===== src/rtl/aw_pkg.sv =====
package aw_pkg;
    localparam int unsigned AW_WORD_W  = 10;
    localparam int unsigned AW_COMMA_W = 7;
    // Comma in arrival order: bit 0 is the first bit received (0,0,1,1,1,1,1).
    localparam logic [AW_COMMA_W-1:0] AW_COMMA_SEQ = 7'b1111100;
endpackage


===== src/rtl/aw_window.sv =====
module aw_window #(
    parameter int unsigned            WORD_W    = aw_pkg::AW_WORD_W,
    parameter int unsigned            COMMA_W   = aw_pkg::AW_COMMA_W,
    parameter logic [COMMA_W-1:0]     COMMA_SEQ = aw_pkg::AW_COMMA_SEQ
) (
    input  logic              clk_i,
    input  logic              rst_i,
    input  logic              ser_bit_i,
    input  logic              align_en_i,
    output logic [WORD_W-1:0] win_next_o,
    output logic              hit_o
);
    localparam int unsigned HIST_W = WORD_W - 1;
    localparam int unsigned NPOL   = 2;

    typedef struct packed {
        logic [HIST_W-1:0] hist;
    } win_state_t;

    win_state_t        s_d, s_q;
    logic [WORD_W-1:0] win_d;
    logic [NPOL-1:0]   pol_match_d;

    always_comb begin
        win_d      = {ser_bit_i, s_q.hist};
        s_d        = s_q;
        s_d.hist   = win_d[WORD_W-1:1];
        win_next_o = win_d;
    end

    // Polarity 0 is the comma itself, polarity 1 its complement.
    for (genvar g = 0; g < NPOL; g++) begin : g_pol
        localparam logic [COMMA_W-1:0] PAT = (g == 0) ? COMMA_SEQ : ~COMMA_SEQ;
        assign pol_match_d[g] = (win_d[WORD_W-1 -: COMMA_W] == PAT);
    end

    assign hit_o = align_en_i && (|pol_match_d);

    always_ff @(posedge clk_i) begin
        if (rst_i) s_q <= '0;
        else       s_q <= s_d;
    end
endmodule


===== src/rtl/aw_boundary.sv =====
module aw_boundary #(
    parameter int unsigned WORD_W  = aw_pkg::AW_WORD_W,
    parameter int unsigned COMMA_W = aw_pkg::AW_COMMA_W
) (
    input  logic              clk_i,
    input  logic              rst_i,
    input  logic              hit_i,
    input  logic [WORD_W-1:0] win_i,
    output logic [WORD_W-1:0] word_o,
    output logic              valid_o,
    output logic              comma_o
);
    localparam int unsigned REM_W = $clog2(WORD_W);
    localparam logic [REM_W-1:0] RELOAD    = REM_W'(WORD_W - 1);
    localparam logic [REM_W-1:0] ALIGN_REM = REM_W'(WORD_W - COMMA_W - 1);

    typedef struct packed {
        logic [REM_W-1:0]  rem;
        logic              pend;
        logic [WORD_W-1:0] word;
        logic              valid;
        logic              comma;
    } bnd_state_t;

    bnd_state_t s_d, s_q;

    always_comb begin
        s_d       = s_q;
        s_d.valid = 1'b0;
        s_d.comma = 1'b0;
        if (s_q.rem == '0) begin
            s_d.word  = win_i;
            s_d.valid = 1'b1;
            s_d.comma = s_q.pend;
            s_d.pend  = 1'b0;
            s_d.rem   = RELOAD;
        end else begin
            s_d.rem   = s_q.rem - 1'b1;
        end
        if (hit_i) begin
            s_d.rem  = ALIGN_REM;
            s_d.pend = 1'b1;
        end
    end

    always_ff @(posedge clk_i) begin
        if (rst_i) begin
            s_q     <= '0;
            s_q.rem <= RELOAD;
        end else begin
            s_q <= s_d;
        end
    end

    assign word_o  = s_q.word;
    assign valid_o = s_q.valid;
    assign comma_o = s_q.comma;

    assert_reset_state_R1: assert property (@(posedge clk_i)
        rst_i |=> (!s_q.valid && !s_q.comma && s_q.rem == RELOAD));

    assert_realign_R3: assert property (@(posedge clk_i) disable iff (rst_i)
        hit_i |=> (s_q.rem == ALIGN_REM && s_q.pend));

    assert_fixed_cadence_R5: assert property (@(posedge clk_i) disable iff (rst_i)
        (!hit_i && s_q.rem != '0) |=> (s_q.rem == REM_W'($past(s_q.rem) - 1'b1) && !s_q.valid));

    assert_word_wrap_R2: assert property (@(posedge clk_i) disable iff (rst_i)
        (!hit_i && s_q.rem == '0) |=> (s_q.rem == RELOAD && s_q.valid));
endmodule


===== src/rtl/comma_word_aligner.sv =====
module comma_word_aligner #(
    parameter int unsigned        WORD_W    = aw_pkg::AW_WORD_W,
    parameter int unsigned        COMMA_W   = aw_pkg::AW_COMMA_W,
    parameter logic [COMMA_W-1:0] COMMA_SEQ = aw_pkg::AW_COMMA_SEQ
) (
    input  logic              clk_i,
    input  logic              rst_i,
    input  logic              ser_bit_i,
    input  logic              align_en_i,
    output logic [WORD_W-1:0] word_o,
    output logic              word_vld_o,
    output logic              comma_seen_o
);
    logic [WORD_W-1:0] win_next;
    logic              hit;

    aw_window #(
        .WORD_W   (WORD_W),
        .COMMA_W  (COMMA_W),
        .COMMA_SEQ(COMMA_SEQ)
    ) u_window (
        .clk_i     (clk_i),
        .rst_i     (rst_i),
        .ser_bit_i (ser_bit_i),
        .align_en_i(align_en_i),
        .win_next_o(win_next),
        .hit_o     (hit)
    );

    aw_boundary #(
        .WORD_W (WORD_W),
        .COMMA_W(COMMA_W)
    ) u_boundary (
        .clk_i  (clk_i),
        .rst_i  (rst_i),
        .hit_i  (hit),
        .win_i  (win_next),
        .word_o (word_o),
        .valid_o(word_vld_o),
        .comma_o(comma_seen_o)
    );

    // The flagged word must carry a comma of either polarity in its low bits.
    assert_flag_aligned_R6: assert property (@(posedge clk_i) disable iff (rst_i)
        comma_seen_o |-> (word_vld_o &&
            (word_o[COMMA_W-1:0] == COMMA_SEQ || word_o[COMMA_W-1:0] == ~COMMA_SEQ)));
endmodule


===== config.mk =====
export PLATFORM = sky130hd
export DESIGN_NAME = comma_word_aligner
export DESIGN_NICKNAME = d
export VERILOG_FILES = /design/src/rtl/aw_pkg.sv /design/src/rtl/aw_window.sv /design/src/rtl/aw_boundary.sv /design/src/rtl/comma_word_aligner.sv
export SDC_FILE = /design/constraint.sdc
export NUM_CORES = 1
export LEC_CHECK = 0
export ABC_AREA = 1
export ABC_CLOCK_PERIOD_IN_PS = 1000
export BUFFER_PORTS_ARGS = -buffer_cell sky130_fd_sc_hd__buf_2
export CORE_MARGIN = 3
export CORE_UTILIZATION = 45
export CTS_CLUSTER_SIZE = 20
export DETAILED_ROUTE_END_ITERATION = 8
export GPL_TIMING_DRIVEN = 0
export PLACE_DENSITY = 0.68
export SLEW_MARGIN = 25
export SYNTH_ARGS = -nofsm -noshare
export SYNTH_HDL_FRONTEND = slang
export SYNTH_SLANG_ARGS = --single-unit

===== constraint.sdc =====
create_clock -name clk_i -period 1 [get_ports clk_i]
set_input_delay 0 -clock clk_i [delete_from_list [all_inputs] [get_ports clk_i]]
set_output_delay 0 -clock clk_i [all_outputs]
set_load 0.01 [all_outputs]

==> impl_metrics.tcl, run 1 <==
set metrics [dict create \
    synth.most_common_cell "nand2_1" \
    crit_family "flip-flops" \
    powerDensity_nw_per_um2 1380 \
    p_leak_nw 0.632 \
    synth_cells 124 \
    grt_overflow 0 \
    hold_viol_final 0 \
    nets 154 \
    synth-edff-count 0 \
    rsz0062_at_grt "true" \
    worst_path_most_repeated_cell "nand2_2" \
    yosysUniqueCellTypes 16 \
    grtUsageMet1 0.178 \
    slowest_stage "dfxtp_2" \
    end_kind "flop" \
    numCtsBuffers 3 \
    clock_path_buffers 2 \
    pre_cts_slack_ns -0.0189 \
    clk_latency_ns 0.32 \
    cp_cell_sequence "nor2_4 > nand2_2 > nand2_2 > inv_2 > buf_12 > nand2_2 > o21ai_2" \
    drc_errors 0 \
    yosysWarningCount 0 \
    worstPathArrival_ns 1.26 \
    finalWirelength_um 1680 \
    critPathMaxFanout 10 \
    yosys.area.top_type "dfxtp_1" \
    area_delta_synth_final_pct 22.5 \
    grt_pass1_wl_um 3030 \
    met2_usage 0.239 \
    final_layout_size_suffix_gt1_frac 0.557 \
    initial_core_util 0.504 \
    max-cap-violations 0 \
    critPathRequiredTime_ns 1.24 \
    fin_cells 176 \
    synth_flop_cell "dfxtp_1" \
    dp.final_hpwl_um 1120 \
    dieArea_sq_um 2950 \
    hold_slack_ns 0.425 \
    drt-pass1-iter-count 4 \
    io_pins 16 \
    fillers 205 \
    place_inst 165 \
    vias 772 \
    async_reset_ff_frac 0 \
    final_max_slew_viol_count 0 \
    drtIter0Drc 17 \
    violations "negative setup slack" \
    ant_nets 0 \
    antenna_found_initial 0 \
    relSlewSlack 0.896 \
    die_y_um 54.3 \
    tightest_slew_ns 0.155 \
    chipWidth_um 54.3 \
    cts_max_level 1 \
    detail_route.vias_per_cell 4.39 \
    synth_nets 128 \
    fmax_ghz 0.974 \
    worstHoldPathType "in -> reg" \
    ys_seq_area_frac 0.496 \
    place_congestion 0.684 \
    critPathBufInv 2 \
    synth_area_per_cell_sq_um 8.47 \
    yosys-top-cells-count "nand2_1 (27), dfxtp_1 (26), nand2_2 (13), nor2_1 (13), buf_4 (11)" \
    ir_worst_vdd_mv 1.03 \
    timing.final.ws_setup_ns -0.0265 \
    synth-seq-cells 26 \
    cp-start-kind "flop" \
    met3_usage 0.0327 \
    p_total_mw 1.78 \
    clk_pin_slew_ns 0.13 \
    antennaDiodeCount 0 \
    setup_viol 10 \
    grt_usage 0.146 \
    grt_max_degree 15 \
    fin_crit_sh 1.03 \
    synth_area_leaders "dfxtp_1 (50%), nand2_1 (9.7%), buf_4 (7.9%)" \
    port_buffers 14 \
    cts_sinks 26 \
    core_area_sq_um 2080 \
    cts_tree "done" \
    skew_ns 0.00468 \
    wire_per_inst_um 9.55 \
    slowest_delay_ns 0.36 \
    cts-root-buf "clkbuf_4" \
    post-synth-top-area-fraction 0.496 \
    critPathKind "reg -> reg" \
    busiest_layer "met2" \
    status "complete, but fails checks" \
    synthesis.area_sq_um 1050 \
    rows 16 \
    post-route-min-period_ns 1.03 \
    grt_pass1_vias 716 \
]
metal layers:
layer	vias to the layer above	share of wire
met1	343	0.43
met4	0	0.027
li1	408	-
met2	16	0.50
met5	-	0
met3	5	0.047
layout make-up:
type                       count  area [sq um]  area share
sequential                    26           531       0.412
multi-input combinational     68           369       0.287
timing repair buffer          21           130       0.101
buffer                        13           118      0.0914
inverter                      17          68.8      0.0535
clock buffer                   4          36.3      0.0282
tap                           27          33.8      0.0263
layout by cell type, fill, tap and decap left out:
cell type,netlist,final
nand2_1,27,23
dfxtp_1,26,18
nand2_2,13,17
buf_4,11,15
buf_2,0,14
nor2_1,13,11
o21ai_2,9,9
inv_1,9,8
dfxtp_2,0,8
inv_2,7,7
nor2_2,2,3
clkbuf_4,0,3
dlygate4sd3_1,0,3
inv_4,1,2
nor2_4,1,2
buf_8,0,1
buf_12,1,1
nand3_1,1,1
a21oi_1,1,1
o21ai_0,1,1
clkbuf_8,0,1
worst register-to-register path, cell delays in order, from the launching register on:
cell and delay [ns]:
dfxtp_2 0.36, nor2_4 0.13, nand2_2 0.09, nand2_2 0.07, inv_2 0.05, buf_12 0.14, nand2_2 0.06, o21ai_2 0.04
path summary, 6_finish.rpt:
kind / startpoint / endpoint / slack (ns) / depth (start not counted)
setup / recovery: u_boundary.s_q[14]$_SDFF_PP0_ / u_boundary.word_o[4]$_SDFFE_PP0P_ / -0.03 / 7
hold / removal: align_en_i / u_boundary.s_q[15]$_SDFF_PP0_ / 0.42 / 3
setup reg to reg: u_boundary.s_q[14]$_SDFF_PP0_ / u_boundary.word_o[4]$_SDFFE_PP0P_ / -0.03 / 7
hold reg to reg: u_window.s_q[0]$_SDFF_PP0_ / u_boundary.word_o[0]$_SDFFE_PP0P_ / 0.44 / 2
report_power, final:
part	leakage [nW]	total (mW)	switching [mW]	internal, mW
logic	0.397	0.165	0.0893	0.0756
registers	0.214	1.09	0.0226	1.06
clock network	0.0210	0.526	0.303	0.223
cells by family (layout without fill, tap and decap cells):
logic type / Yosys count / in the layout / synth area share
flops: 26 / 26 / 0.496
simple gates: 57 / 57 / 0.248
buf+inv: 30 / 55 / 0.172
compound gates: 11 / 11 / 0.0846
state kept, by name (all words and copies together) (netlist names):
| signal | count |
|---|---|
| u_window.s_q | 9 |
| u_boundary.comma_o | 1 |
| u_boundary.s_q | 5 |
| u_boundary.word_o | 10 |
| u_boundary.valid_o | 1 |
timing repair:
action,4_1_cts,5_1_grt
hold buffers,3,0
pin swaps,2,7
buffers inserted,2,2
setup endpoints to repair,12,16
hold endpoints to repair,15,0
gates cloned,0,0
resized for setup,4,14
through the flow:
step,TNS (ns),area (sq um),utilization
final,-0.205,1290,0.618
after global routing,-1.16,1290,0.618
after CTS,-0.100,1240,0.595
after detailed placement,-0.112,1150,0.554
after global placement,0,1150,0.554
after floorplan,0,1050,-
Note: power is estimated with default switching activity, not from simulation.
==> run 2: changes to the inputs <==
--- a/config.mk
+++ b/config.mk
@@ -6,8 +6,8 @@
 export NUM_CORES = 1
 export LEC_CHECK = 0
 export ABC_AREA = 1
-export ABC_CLOCK_PERIOD_IN_PS = 1000
 export BUFFER_PORTS_ARGS = -buffer_cell sky130_fd_sc_hd__buf_2
+export CORE_ASPECT_RATIO = 1.2
 export CORE_MARGIN = 3
 export CORE_UTILIZATION = 45
 export CTS_CLUSTER_SIZE = 20
==> impl_metrics.tcl, run 2 (synthesis gave the netlist of run 1 again) <==
set metrics [dict create \
    area_delta_synth_final_pct 20.5 \
    grt_pass1_wl_um 2730 \
    dp.final_hpwl_um 1110 \
    ir_worst_vdd_mv 1.06 \
    end_kind "flop" \
    core_area_sq_um 2140 \
    slowest_delay_ns 0.36 \
    cts-root-buf "clkbuf_4" \
    numCtsBuffers 3 \
    skew_ns 0.00449 \
    cts_tree "done" \
    final_max_slew_viol_count 0 \
    io_pins 16 \
    mostFrequentLayoutCell "nand2_1" \
    clock_path_buffers 2 \
    rrSetupSlack_ns -0.02 \
    pre_cts_slack_ns -0.0183 \
    critPathMaxFanout 10 \
    min-delay-start "align_en_i" \
    worstPathArrival_ns 1.24 \
    ant_nets 0 \
    relSlewSlack 0.895 \
    cts_sinks 26 \
    max-cap-violations 0 \
    cp-start-kind "flop" \
    powerDensity_nw_per_um2 1380 \
    antennaDiodeCount 0 \
    final_layout_size_suffix_gt1_frac 0.500 \
    hold_viol_final 0 \
    hold_end "u_boundary.s_q[15]$_SDFF_PP0_" \
    worst_path_most_repeated_cell "nand2_2" \
    p_leak_nw 0.623 \
    post-route-min-period_ns 1.02 \
    grt_usage 0.124 \
    place_congestion 0.736 \
    place_inst 168 \
    rows 18 \
    drc_errors 0 \
    critPathRequiredTime_ns 1.23 \
    largest_reg_flops 10 \
    cts_max_level 1 \
    tightest_slew_ns 0.157 \
    fin_cells 178 \
    ff2ff_path_depth 7 \
    grt_max_degree 15 \
    whs_path_depth 3 \
    port_buffers 14 \
    fin_crit_sh 1.02 \
    clk_latency_ns 0.32 \
    rsz0062_at_grt "true" \
    initial_core_util 0.491 \
    reg2reg_to "u_boundary.word_o[9]$_SDFFE_PP0P_" \
    dieArea_sq_um 2950 \
    drtIter0Drc 6 \
    clk_pin_slew_ns 0.13 \
    finalWirelength_um 1490 \
    grt_pass1_vias 675 \
    violations "negative setup slack" \
    wire_per_inst_um 8.37 \
    worstHoldPathType "in -> reg" \
    critPathKind "reg -> reg" \
    p_total_mw 1.75 \
    critPathBufInv 2 \
    vias 742 \
    chipWidth_um 50.1 \
    status "complete, but fails checks" \
    detail_route.vias_per_cell 4.17 \
    slowest_stage "dfxtp_2" \
    nets 153 \
    die_y_um 58.9 \
    cp_cell_sequence "nor2_4 > nand2_2 > nand2_2 > inv_2 > buf_12 > nand2_2 > o21ai_2" \
    r2r_start "u_boundary.s_q[14]$_SDFF_PP0_" \
    grt_overflow 0 \
    drt-pass1-iter-count 3 \
    timing.final.ws_setup_ns -0.0161 \
    fmax_ghz 0.984 \
    mostFrequentLayoutCells "nand2_1 (25), dfxtp_1 (22), nand2_2 (15)" \
    setup_viol 9 \
    crit_family "flip-flops" \
    antenna_found_initial 0 \
]
## run 2: cell count changes in the layout (fill, tap and decap cells not counted), moves of 2 or more
cell	previous run	this run
dfxtp_2	8	4
nor2_2	3	1
nor2_1	11	13
nand2_1	23	25
dfxtp_1	18	22
nand2_2	17	15
## run 2: stage by stage
stage	hold WS (ns)	cell area, sq um	util	TNS [ns]
after floorplan	0.0911	1050	-	0
after global placement	0.212	1160	0.541	-0.00180
after detailed placement	0.210	1160	0.541	-0.108
after CTS	0.390	1240	0.580	-0.188
after global routing	0.419	1260	0.591	-0.816
final	0.424	1260	0.591	-0.0613
## run 2: layout make-up
class,count,area [sq um]
sequential,26,526
clock buffer,4,36.3
timing repair buffer,20,123
buffer,13,118
fill,213,875
multi-input combinational,68,359
inverter,17,66.3
tap,30,37.5
## run 2: how the worst max path moves through the flow
stage	startpoint	end	slack (ns)	depth (start not counted)
4_1_cts	u_boundary.s_q[13]$_SDFF_PP1_	u_boundary.word_o[9]$_SDFFE_PP0P_	-0.03	7
2_1_floorplan	u_boundary.s_q[15]$_SDFF_PP0_	u_boundary.word_o[3]$_SDFFE_PP0P_	0.05	7
3_3_place_gp	u_window.s_q[3]$_SDFF_PP0_	u_boundary.s_q[16]$_SDFF_PP1_	-0.0009	8
6_report	u_boundary.s_q[14]$_SDFF_PP0_	u_boundary.word_o[9]$_SDFFE_PP0P_	-0.02	7
3_5_place_dp	u_boundary.s_q[14]$_SDFF_PP0_	u_boundary.word_o[9]$_SDFFE_PP0P_	-0.02	7
5_1_grt	u_boundary.s_q[14]$_SDFF_PP0_	u_boundary.word_o[8]$_SDFFE_PP0P_	-0.07	7
## run 2: worst reg2reg max path: stages, from the launching register on
cell     delay, ns
dfxtp_2       0.36
nor2_4        0.12
nand2_2       0.08
nand2_2       0.06
inv_2         0.05
buf_12        0.14
nand2_2       0.06
o21ai_2       0.04
## run 2: repair_timing
item,CTS,global route
endpoints found under the setup margin,12,15
hold buffers,3,0
hold endpoints to repair,15,0
buffers inserted,1,2
resized for setup,5,4
pin swaps,2,4
## run 2: routing by layer
| layer | global-route usage | share of wire | vias up | routed length [um] |
|---|---|---|---|---|
| li1 | - | - | 405 | - |
| met1 | 0.143 | 0.46 | 325 | 688 |
| met2 | 0.198 | 0.48 | 8 | 720 |
| met3 | 0.0304 | 0.026 | 4 | 38 |
| met4 | 0.0949 | 0.029 | 0 | 43 |
| met5 | 0 | 0 | - | 0 |
## run 2: report_power, final
group          switching (mW)  total (mW)  internal (mW)
sequential             0.0205        1.08           1.06
clock                   0.291       0.514          0.223
combinational          0.0819       0.153         0.0709
==> run 3: changes to the inputs <==
--- a/config.mk
+++ b/config.mk
@@ -6,7 +6,7 @@
 export NUM_CORES = 1
 export LEC_CHECK = 0
 export ABC_AREA = 1
-export BUFFER_PORTS_ARGS = -buffer_cell sky130_fd_sc_hd__buf_2
+export BUFFER_PORTS_ARGS = -buffer_cell sky130_fd_sc_hd__buf_4
 export CORE_ASPECT_RATIO = 1.2
 export CORE_MARGIN = 3
 export CORE_UTILIZATION = 45
@@ -14,6 +14,7 @@
 export DETAILED_ROUTE_END_ITERATION = 8
 export GPL_TIMING_DRIVEN = 0
 export PLACE_DENSITY = 0.68
+export SKIP_CTS_REPAIR_TIMING = 1
 export SLEW_MARGIN = 25
 export SYNTH_ARGS = -nofsm -noshare
 export SYNTH_HDL_FRONTEND = slang
==> impl_metrics.tcl, run 3 (synthesis gave the netlist of run 1 again) <==
set metrics [dict create \
    status "complete, but fails checks" \
    violations "negative setup slack" \
    clock_path_buffers 2 \
    grt_usage 0.127 \
    cp_cell_sequence "nor2_4 > nand2_2 > nand2_2 > inv_4 > clkbuf_16 > nand2_2 > o21ai_2" \
    r2r_start "u_boundary.s_q[13]$_SDFF_PP1_" \
    initial_core_util 0.491 \
    place_congestion 0.760 \
    ant_nets 0 \
    final_util 0.656 \
    clk_pin_slew_ns 0.12 \
    cp-start-kind "flop" \
    cts_max_level 1 \
    grt_pass1_wl_um 2780 \
    mostFrequentLayoutCells "buf_4 (30), nand2_1 (23), dfxtp_1 (17)" \
    wire_per_inst_um 9.88 \
    drt-pass1-iter-count 4 \
    io_pins 16 \
    cts-root-buf "clkbuf_4" \
    hold_viol_final 0 \
    tightest_slew_ns 0.295 \
    mostFrequentLayoutCell "buf_4" \
    final_area_sq_um 1400 \
    die_y_um 58.9 \
    cts_sinks 26 \
    fin_crit_sh 1.07 \
    nets 159 \
    antenna_found_initial 0 \
    crit_start "u_boundary.s_q[13]$_SDFF_PP1_" \
    drc_errors 0 \
    critPathRequiredTime_ns 1.23 \
    worstHoldPathType "in -> reg" \
    worstPathArrival_ns 1.29 \
    numCtsBuffers 3 \
    p_leak_nw 0.698 \
    slowest_delay_ns 0.37 \
    chipWidth_um 50.1 \
    critPathBufInv 2 \
    core_area_sq_um 2140 \
    rows 18 \
    area_delta_synth_final_pct 33.7 \
    final_layout_size_suffix_gt1_frac 0.556 \
    timing.final.ws_setup_ns -0.0660 \
    pre_cts_slack_ns -0.0213 \
    fillers 201 \
    relSlewSlack 0.802 \
    detail_route.vias_per_cell 4.32 \
    dieArea_sq_um 2950 \
    ir_worst_vdd_mv 0.867 \
    place_area_sq_um 1190 \
    slowest_stage "dfxtp_4" \
    end_kind "flop" \
    skew_ns 0.00219 \
    crit_family "flip-flops" \
    antennaDiodeCount 0 \
    grt_pass1_vias 647 \
    min-delay-start "rst_i" \
    post-route-min-period_ns 1.07 \
    vias 791 \
    grt_overflow 0 \
    clk_latency_ns 0.31 \
    fmax_ghz 0.938 \
    powerDensity_nw_per_um2 1220 \
    dp.final_hpwl_um 1150 \
    hold_slack_ns 0.0110 \
    critPathMaxFanout 5 \
    rsz0062_at_grt "true" \
    critPathKind "reg -> reg" \
    finalWirelength_um 1810 \
    worst_path_most_repeated_cell "nand2_2" \
    port_buffers 14 \
    drtIter0Drc 8 \
    largest_reg_flops 10 \
    final_max_slew_viol_count 0 \
    max-cap-violations 0 \
    grt_max_degree 14 \
    cts_tree "done" \
    setup_viol 11 \
]
==> run 3: changes by cell type in the layout (fill, tap and decap cells not counted), sizes merged <==
| cell | previous run | this run |
|---|---|---|
| buf | 30 | 32 |
| dlygate4sd3 | 3 | 6 |
==> run 3: final timing paths <==
check,to,slack [ns],cells after the start
hold / removal,u_boundary.s_q[14]$_SDFF_PP0_,0.01,4
setup reg to reg,u_boundary.word_o[9]$_SDFFE_PP0P_,-0.07,7
setup / recovery,u_boundary.word_o[9]$_SDFFE_PP0P_,-0.07,7
hold reg to reg,u_boundary.word_o[0]$_SDFFE_PP0P_,0.45,2
==> run 3: worst reg2reg max path: cells and delay by family (launching register included) <==
kind / cells / cell delay [ns]
and+or+nand+nor: 4 / 0.36
AOI/OAI and AO/OA: 1 / 0.04
DFF: 1 / 0.37
buffers and inverters: 2 / 0.20
==> run 3: report_power, final <==
| group | internal, mW | switching (mW) | leakage [nW] | total (mW) |
|---|---|---|---|---|
| combinational | 0.111 | 0.102 | 0.470 | 0.213 |
| sequential | 1.06 | 0.0219 | 0.214 | 1.08 |
| clock | 0.141 | 0.279 | 0.0138 | 0.420 |
| total | 1.31 | 0.403 | 0.698 | 1.72 |
==> run 3: layout make-up <==
class / count / area [sq um] / area share
repair buffers: 26 / 228 / 0.162
clock buffers: 3 / 22.5 / 0.0160
flip-flops and latches: 26 / 534 / 0.381
plain buffers: 13 / 118 / 0.0838
well taps: 30 / 37.5 / 0.0267
multi-input cells: 68 / 395 / 0.282
inverters: 17 / 68.8 / 0.0490
==> run 3: metrics by stage <==
stage | TNS, ns | std cells | power (mW)
6_report | -0.533 | 183 | 1.72
5_1_grt | -1.22 | 183 | 1.81
4_1_cts | -0.376 | 171 | 1.66
3_5_place_dp | -0.141 | 168 | 1.24
3_3_place_gp | -0.0128 | 168 | 1.24
2_1_floorplan | 0 | 124 | 1.21
==> run 3: layer usage <==
metal	share of wire	global-route usage	routed length, um
met5	0	0	0
met4	0.022	0.0830	40
met3	0.037	0.0304	66
met2	0.53	0.194	965
met1	0.41	0.160	735
